==> config.mk <==
export PLATFORM = sky130hd
export DESIGN_NAME = psw_flag_reg
export DESIGN_NICKNAME = d
export VERILOG_FILES = /design/src/rtl/psw_pkg.sv /design/src/rtl/psw_next_logic.sv /design/src/rtl/psw_push_port.sv /design/src/rtl/psw_flag_reg.sv
export SDC_FILE = /design/constraint.sdc
export NUM_CORES = 1
export LEC_CHECK = 0
export ABC_CLOCK_PERIOD_IN_PS = 1800
export BUFFER_PORTS_ARGS = -buffer_cell sky130_fd_sc_hd__buf_2
export CELL_PAD_IN_SITES_DETAIL_PLACEMENT = 2
export CELL_PAD_IN_SITES_GLOBAL_PLACEMENT = 2
export CORE_MARGIN = 1
export CORE_UTILIZATION = 17
export DETAILED_ROUTE_END_ITERATION = 10
export GPL_TIMING_DRIVEN = 0
export PLACE_DENSITY = 0.9
export SLEW_MARGIN = 10
export SYNTH_ARGS = -nofsm -noshare
export SYNTH_HDL_FRONTEND = slang
export SYNTH_HIERARCHICAL = 1
export SYNTH_SLANG_ARGS = --single-unit
==> constraint.sdc <==
create_clock -name clk -period 1.8 [get_ports clk]
set_clock_uncertainty 0.05 [all_clocks]
set_input_delay 0.18 -clock clk [delete_from_list [all_inputs] [get_ports clk]]
set_output_delay 0.18 -clock clk [all_outputs]
set_load 0.005 [all_outputs]
==> src/rtl/psw_pkg.sv <==
// psw_pkg: bit positions, reset word and the word type shared by the
// status flag register modules. The positions are fixed by software.
package psw_pkg;
    localparam int WORD_W  = 8;
    localparam int BANK_W  = 2;
    localparam int B_IE    = 7;
    localparam int B_Z     = 6;
    localparam int B_RB1   = 5;
    localparam int B_AC    = 4;
    localparam int B_RB0   = 3;
    localparam int B_ZERO  = 2;
    localparam int B_ISP   = 1;
    localparam int B_CY    = 0;
    typedef logic [WORD_W-1:0] psw_word_t;
    localparam psw_word_t RESET_WORD = psw_word_t'(8'h02);
    // Mask that clears the constant-zero bit.
    localparam psw_word_t KEEP_MASK  = ~(psw_word_t'(1) << B_ZERO);
endpackage

==> src/rtl/psw_next_logic.sv <==
// psw_next_logic: combinational next-word computation.
// Assumes strobes are single-cycle decoder outputs; restore from stack
// beats everything, interrupt-enable clear beats set.
module psw_next_logic
    import psw_pkg::*;
(
    input  psw_word_t              cur,
    input  logic                   ei_cmd,
    input  logic                   di_cmd,
    input  logic                   irq_ack,
    input  logic                   z_we,
    input  logic                   z_in,
    input  logic                   ac_we,
    input  logic                   ac_in,
    input  logic                   cy_we,
    input  logic                   cy_in,
    input  logic                   isp_we,
    input  logic                   isp_in,
    input  logic                   bank_we,
    input  logic [BANK_W-1:0]      bank_in,
    input  logic                   pop_cmd,
    input  psw_word_t              pop_data,
    output psw_word_t              nxt
);
    // Purpose: merge all flag updates with fixed priority.
    always_comb begin
        nxt = cur;
        if (di_cmd || irq_ack) nxt[B_IE] = 1'b0;
        else if (ei_cmd)       nxt[B_IE] = 1'b1;
        if (z_we)   nxt[B_Z]   = z_in;
        if (ac_we)  nxt[B_AC]  = ac_in;
        if (cy_we)  nxt[B_CY]  = cy_in;
        if (isp_we) nxt[B_ISP] = isp_in;
        if (bank_we) begin
            nxt[B_RB1] = bank_in[1];
            nxt[B_RB0] = bank_in[0];
        end
        if (pop_cmd) nxt = pop_data;
        nxt = nxt & KEEP_MASK;
    end
endmodule

==> src/rtl/psw_push_port.sv <==
// psw_push_port: presents the pre-update word for saving to the stack.
// Assumes the caller captures push_data in the same cycle push_valid is high.
module psw_push_port
    import psw_pkg::*;
(
    input  psw_word_t cur,
    input  logic      irq_ack,
    input  logic      push_cmd,
    output logic      push_valid,
    output psw_word_t push_data
);
    // Purpose: offer the current register value on ack or push.
    always_comb begin
        push_valid = irq_ack | push_cmd;
        push_data  = cur;
    end
endmodule

==> src/rtl/psw_flag_reg.sv <==
// psw_flag_reg: top of the status flag register. Holds the word, decodes
// bank and interrupt-enable views, exposes push data, accepts pop data.
// Assumes synchronous active-low reset and known-valued strobes.
module psw_flag_reg
    import psw_pkg::*;
(
    input  logic        clk,
    input  logic        rst_n,
    input  logic        ei_cmd,
    input  logic        di_cmd,
    input  logic        irq_ack,
    input  logic        z_we,
    input  logic        z_in,
    input  logic        ac_we,
    input  logic        ac_in,
    input  logic        cy_we,
    input  logic        cy_in,
    input  logic        isp_we,
    input  logic        isp_in,
    input  logic        bank_we,
    input  logic [1:0]  bank_in,
    input  logic        push_cmd,
    input  logic        pop_cmd,
    input  logic [7:0]  pop_data,
    output logic        push_valid,
    output logic [7:0]  push_data,
    output logic [7:0]  psw,
    output logic [1:0]  bank,
    output logic        int_en
);
    psw_word_t word_q;
    psw_word_t word_d;

    psw_next_logic u_next (
        .cur(word_q), .ei_cmd(ei_cmd), .di_cmd(di_cmd), .irq_ack(irq_ack),
        .z_we(z_we), .z_in(z_in), .ac_we(ac_we), .ac_in(ac_in),
        .cy_we(cy_we), .cy_in(cy_in), .isp_we(isp_we), .isp_in(isp_in),
        .bank_we(bank_we), .bank_in(bank_in), .pop_cmd(pop_cmd),
        .pop_data(pop_data), .nxt(word_d)
    );

    psw_push_port u_push (
        .cur(word_q), .irq_ack(irq_ack), .push_cmd(push_cmd),
        .push_valid(push_valid), .push_data(push_data)
    );

    // Purpose: hold the status word; reset loads the fixed reset word.
    always_ff @(posedge clk) begin
        if (!rst_n) word_q <= RESET_WORD;
        else        word_q <= word_d;
    end

    // Purpose: drive the word and its decoded views.
    always_comb begin
        psw    = word_q;
        bank   = {word_q[B_RB1], word_q[B_RB0]};
        int_en = word_q[B_IE];
    end

    p_reset_word_r1: assert property (@(posedge clk)
        !rst_n |=> psw == RESET_WORD);
    p_zero_bit_r2: assert property (@(posedge clk) disable iff (!rst_n)
        psw[B_ZERO] == 1'b0);
    p_ie_clear_r3: assert property (@(posedge clk) disable iff (!rst_n)
        (!pop_cmd && (di_cmd || irq_ack)) |=> !int_en);
    p_ie_set_r4: assert property (@(posedge clk) disable iff (!rst_n)
        (!pop_cmd && ei_cmd && !di_cmd && !irq_ack) |=> int_en);
    p_bank_load_r7: assert property (@(posedge clk) disable iff (!rst_n)
        (!pop_cmd && bank_we) |=> bank == $past(bank_in));
    p_pop_wins_r9: assert property (@(posedge clk) disable iff (!rst_n)
        pop_cmd |=> psw == ($past(pop_data) & KEEP_MASK));
    p_idle_hold_r10: assert property (@(posedge clk) disable iff (!rst_n)
        !(ei_cmd || di_cmd || irq_ack || z_we || ac_we || cy_we || isp_we ||
          bank_we || pop_cmd) |=> $stable(psw));
endmodule

# Word-level counts from Yosys, hierarchy flattened
# Index checks and enable logic that the tools add are counted.
# classes
n_reduce_logical,7
n_bitwise,1
muxes,9
# op_table
operator,n
2-bit nonzero test,5
1-bit 2-to-1 mux,8
8-bit 2-to-1 mux,1
3-bit nonzero test,1
1-bit logical OR,1
1-bit bitwise OR,1
# totals
ff_bits,8
inputBits,26
output_inout_bits,20
word_cells,24

# Longest topological paths before layout
# logic_depth
depth_word,3
ltp_mapped,4
depth_no_buf,3

# Cells and area by module
# The synthesis kept the hierarchy.
# modules_own_cells
mod,seq_area_each_um2,area_each_um2,cells_per_inst,instances
psw_flag_reg,160.2,232.7,19,1
psw_next_logic,0.0,158.9,24,1
psw_push_port,0.0,66.3,9,1

# Worst setup path before layout
# Ideal clock, no wire load.
# synth_path
path_type,reg-to-reg
startpoint,"register, netlist name psw[7]"
endpoint,"register word_q[7], in the netlist psw[7]"
setup_time_ns,0.059
t_arrival_ns,0.717
required_time_ns,1.691
period_less_slack_ns,0.826
path_stages_with_launch,4
setup_slack_ns,0.974
n_path_buf,0
cell_sequence,dfxtp_1 -> nor2_1 -> o41ai_2 -> and2_1
# synth_lines
item,line,rtl
to (signal assigned),psw_flag_reg.sv:50,else word_q <= word_d;
to (decl),psw_flag_reg.sv:31,psw_word_t word_q;

# Worst setup path in the final report
# layout_path
startpoint,"register word_q[7], in the netlist psw[7]"
endpoint,output push_data[7]
# layout_lines
item,line,rtl
to (decl),psw_flag_reg.sv:26,"output logic [7:0] push_data,"
# No word-level cell between the ends.

==> metrics.txt <==
MaxCap Viol Count=0; Worst Path Required=1570 ps; Post-Synthesis Cell Area=around 460 um2; Ant. Diodes=0; r2r startpoint=psw[7]$_SDFF_PN0_; Via density=around 4.0; Final Slew Violations=0; GR Util met2=0.241; Async SR Flop Fraction=0; initial core utilization=0.182; setup_tns=0 ps; CTS Buf Count=3; # resized after CTS=0; first-pass GRT wire length=between 2000 and 2500 um; area of the multi-input gates=~200 um2; worst r2r dst=psw[7]$_SDFF_PN0_; area share of the largest cell type after synthesis=0.350; Most Used Layer, Global Route=met2; CTS tree=yes; Synth Instances=52; Hold Crit Start=rst_n; Crit Path Class=register to output pin; Pre-antenna DRT Iters=1; row cnt=18; Worst Hold End=psw[1]$_SDFF_PN1_; CTS Buffer Depth=2; Skew-Pair Late Insertion Delay=between 200 and 250 ps; Top FF cell, synth=dfxtp_1; RSZ-0062 raised after global routing=no; Yosys warnings=6; DR WL/cell=11.3 um; Area contributors post-synth=dfxtp_1 35%, buf_4 20%, mux2i_1 13%; layout cells sized above 1=0.616; cells on worst reg2reg path=3; antenna violations before repair=0; Startpoint Class=register; Die W=53.9 um; clk sinks=8; Synthesized Nets=78; Synth area leader=dfxtp_1; antenna-violating nets left=0; Iter 0 DRT Violations=0; CP arrival=850 ps; die area=between 2000 and 3000 um2; hold slack=about 140 ps; cts hold-fix bufs=0; Crit. End Element=output pin; met3 Track Usage GR=0.0593; Residual DRC=0; top cells by count, synth=12 x buf_4, 8 x dfxtp_1, 7 x and2_1, 7 x nand2_1; post-route clock period utilization=0.597; HPWL after DPL=between 1000 and 1500 um; maximum VDD drop=between 0.3 and 0.4 mV; final core utilization=0.293; CTS root buf=clkbuf_4; Core ar.=around 2500 um2; GR Util met1=0.0871; Seq/Total Area, Yosys=0.350; outcome=complete, no violations; Non-Filler Instances=129; fillcell total=approximately 320; H-tree depth=1; max reg flops=8; #FFs+latches synth=8; final hold viol count=0; clk slew on worst S/H paths=~60 ps; top-count cell post-synth=buf_4; Ports=46; overflow left after global routing=0; Hold Path Depth=2; Routability Congestion=approximately 0.65; dpl cells=~130; final number of setup-violating endpoints=0; R2R setup slack=roughly 930 ps; Netlist cell types=12; Hold Path Class=input port to register; EDFF count, synth=0; minimum clock period after layout=around 1100 ps; final net count=roughly 130; Max Fclk=around 0.93 GHz; number of global-route vias before repair=530; largest net degree at the start of global routing=11; PD cells=~600 nW/um2; Total GRT Usage=0.113; Post-CTS Setup Bufs=0; Leak=0.429 nW; FF+latch area=between 150 and 200 um2; synthesis-to-layout area growth=61.2%; drt total wl=roughly 1500 um; height of the die=53.9 um; I/O Buffers=44; critical path fanouts, max=4; vias post-DR=520; Syn Area/Cell=8.81 um2
-- layer usage --
layer	vias up	share of wire	wire (um)
met2	27	0.61	898
met4	0	0	0
met5	-	0	0
li1	253	-	-
met1	240	0.30	443
met3	0	0.082	120
-- power by group --
part / switching (W) / internal [W] / total, W
clock: 0.0000580 / 0.0000761 / 0.000134
sequential: 0.00000863 / 0.000189 / 0.000198
combinational: 0.0000438 / 0.0000740 / 0.000118
-- critical path: stages, from the launching register on --
cell and delay, ps:
dfxtp_1 370, buf_4 120, buf_2 100
-- layout by cell type, fill, tap and decap left out --
master / n
buf_4: 12
and2_1: 7
buf_6: 1
or2_1: 1
dfxtp_1: 8
mux2i_1: 6
o41ai_2: 1
nand2_1: 7
buf_2: 44
o21ai_0: 6
nand2b_1: 1
clkbuf_4: 3
conb_1: 1
nor2_1: 1
-- worst max path at each step --
stage                       from  slack [ps]  depth (start not counted)                end
2_1_floorplan  psw[7]$_SDFF_PN0_         970                          3  psw[7]$_SDFF_PN0_
3_3_place_gp             pop_cmd         890                          5  psw[7]$_SDFF_PN0_
3_5_place_dp             pop_cmd         880                          5  psw[7]$_SDFF_PN0_
4_1_cts        psw[7]$_SDFF_PN0_         710                          2       push_data[7]
5_1_grt        psw[7]$_SDFF_PN0_         670                          2             psw[7]
6_report       psw[7]$_SDFF_PN0_         720                          2       push_data[7]
-- layout make-up --
type                       instances  area share
sequential                         8       0.217
multi-input combinational         31       0.266
clock buffer                       3      0.0305
timing repair buffer              44       0.298
buffer                            13       0.137
tap                               30      0.0508
-- kinds of logic after synthesis --
family          Yosys count  share of synthesized area
other cells               1                    0.00819
flops                     8                      0.350
simple gates             17                      0.189
buf+inv                  13                      0.221
compound gates            7                      0.101
mux                       6                      0.131
-- stage by stage --
step                      total power [W]  cell area (um2)  setup WS (ps)
after floorplan                  0.000256              458            974
after global placement           0.000315              716            895
after detailed placement         0.000323              716            878
after CTS                        0.000463              738            707
after global routing             0.000486              738            669
final                            0.000449              738            725
Note: power is estimated with default switching activity, not from simulation.
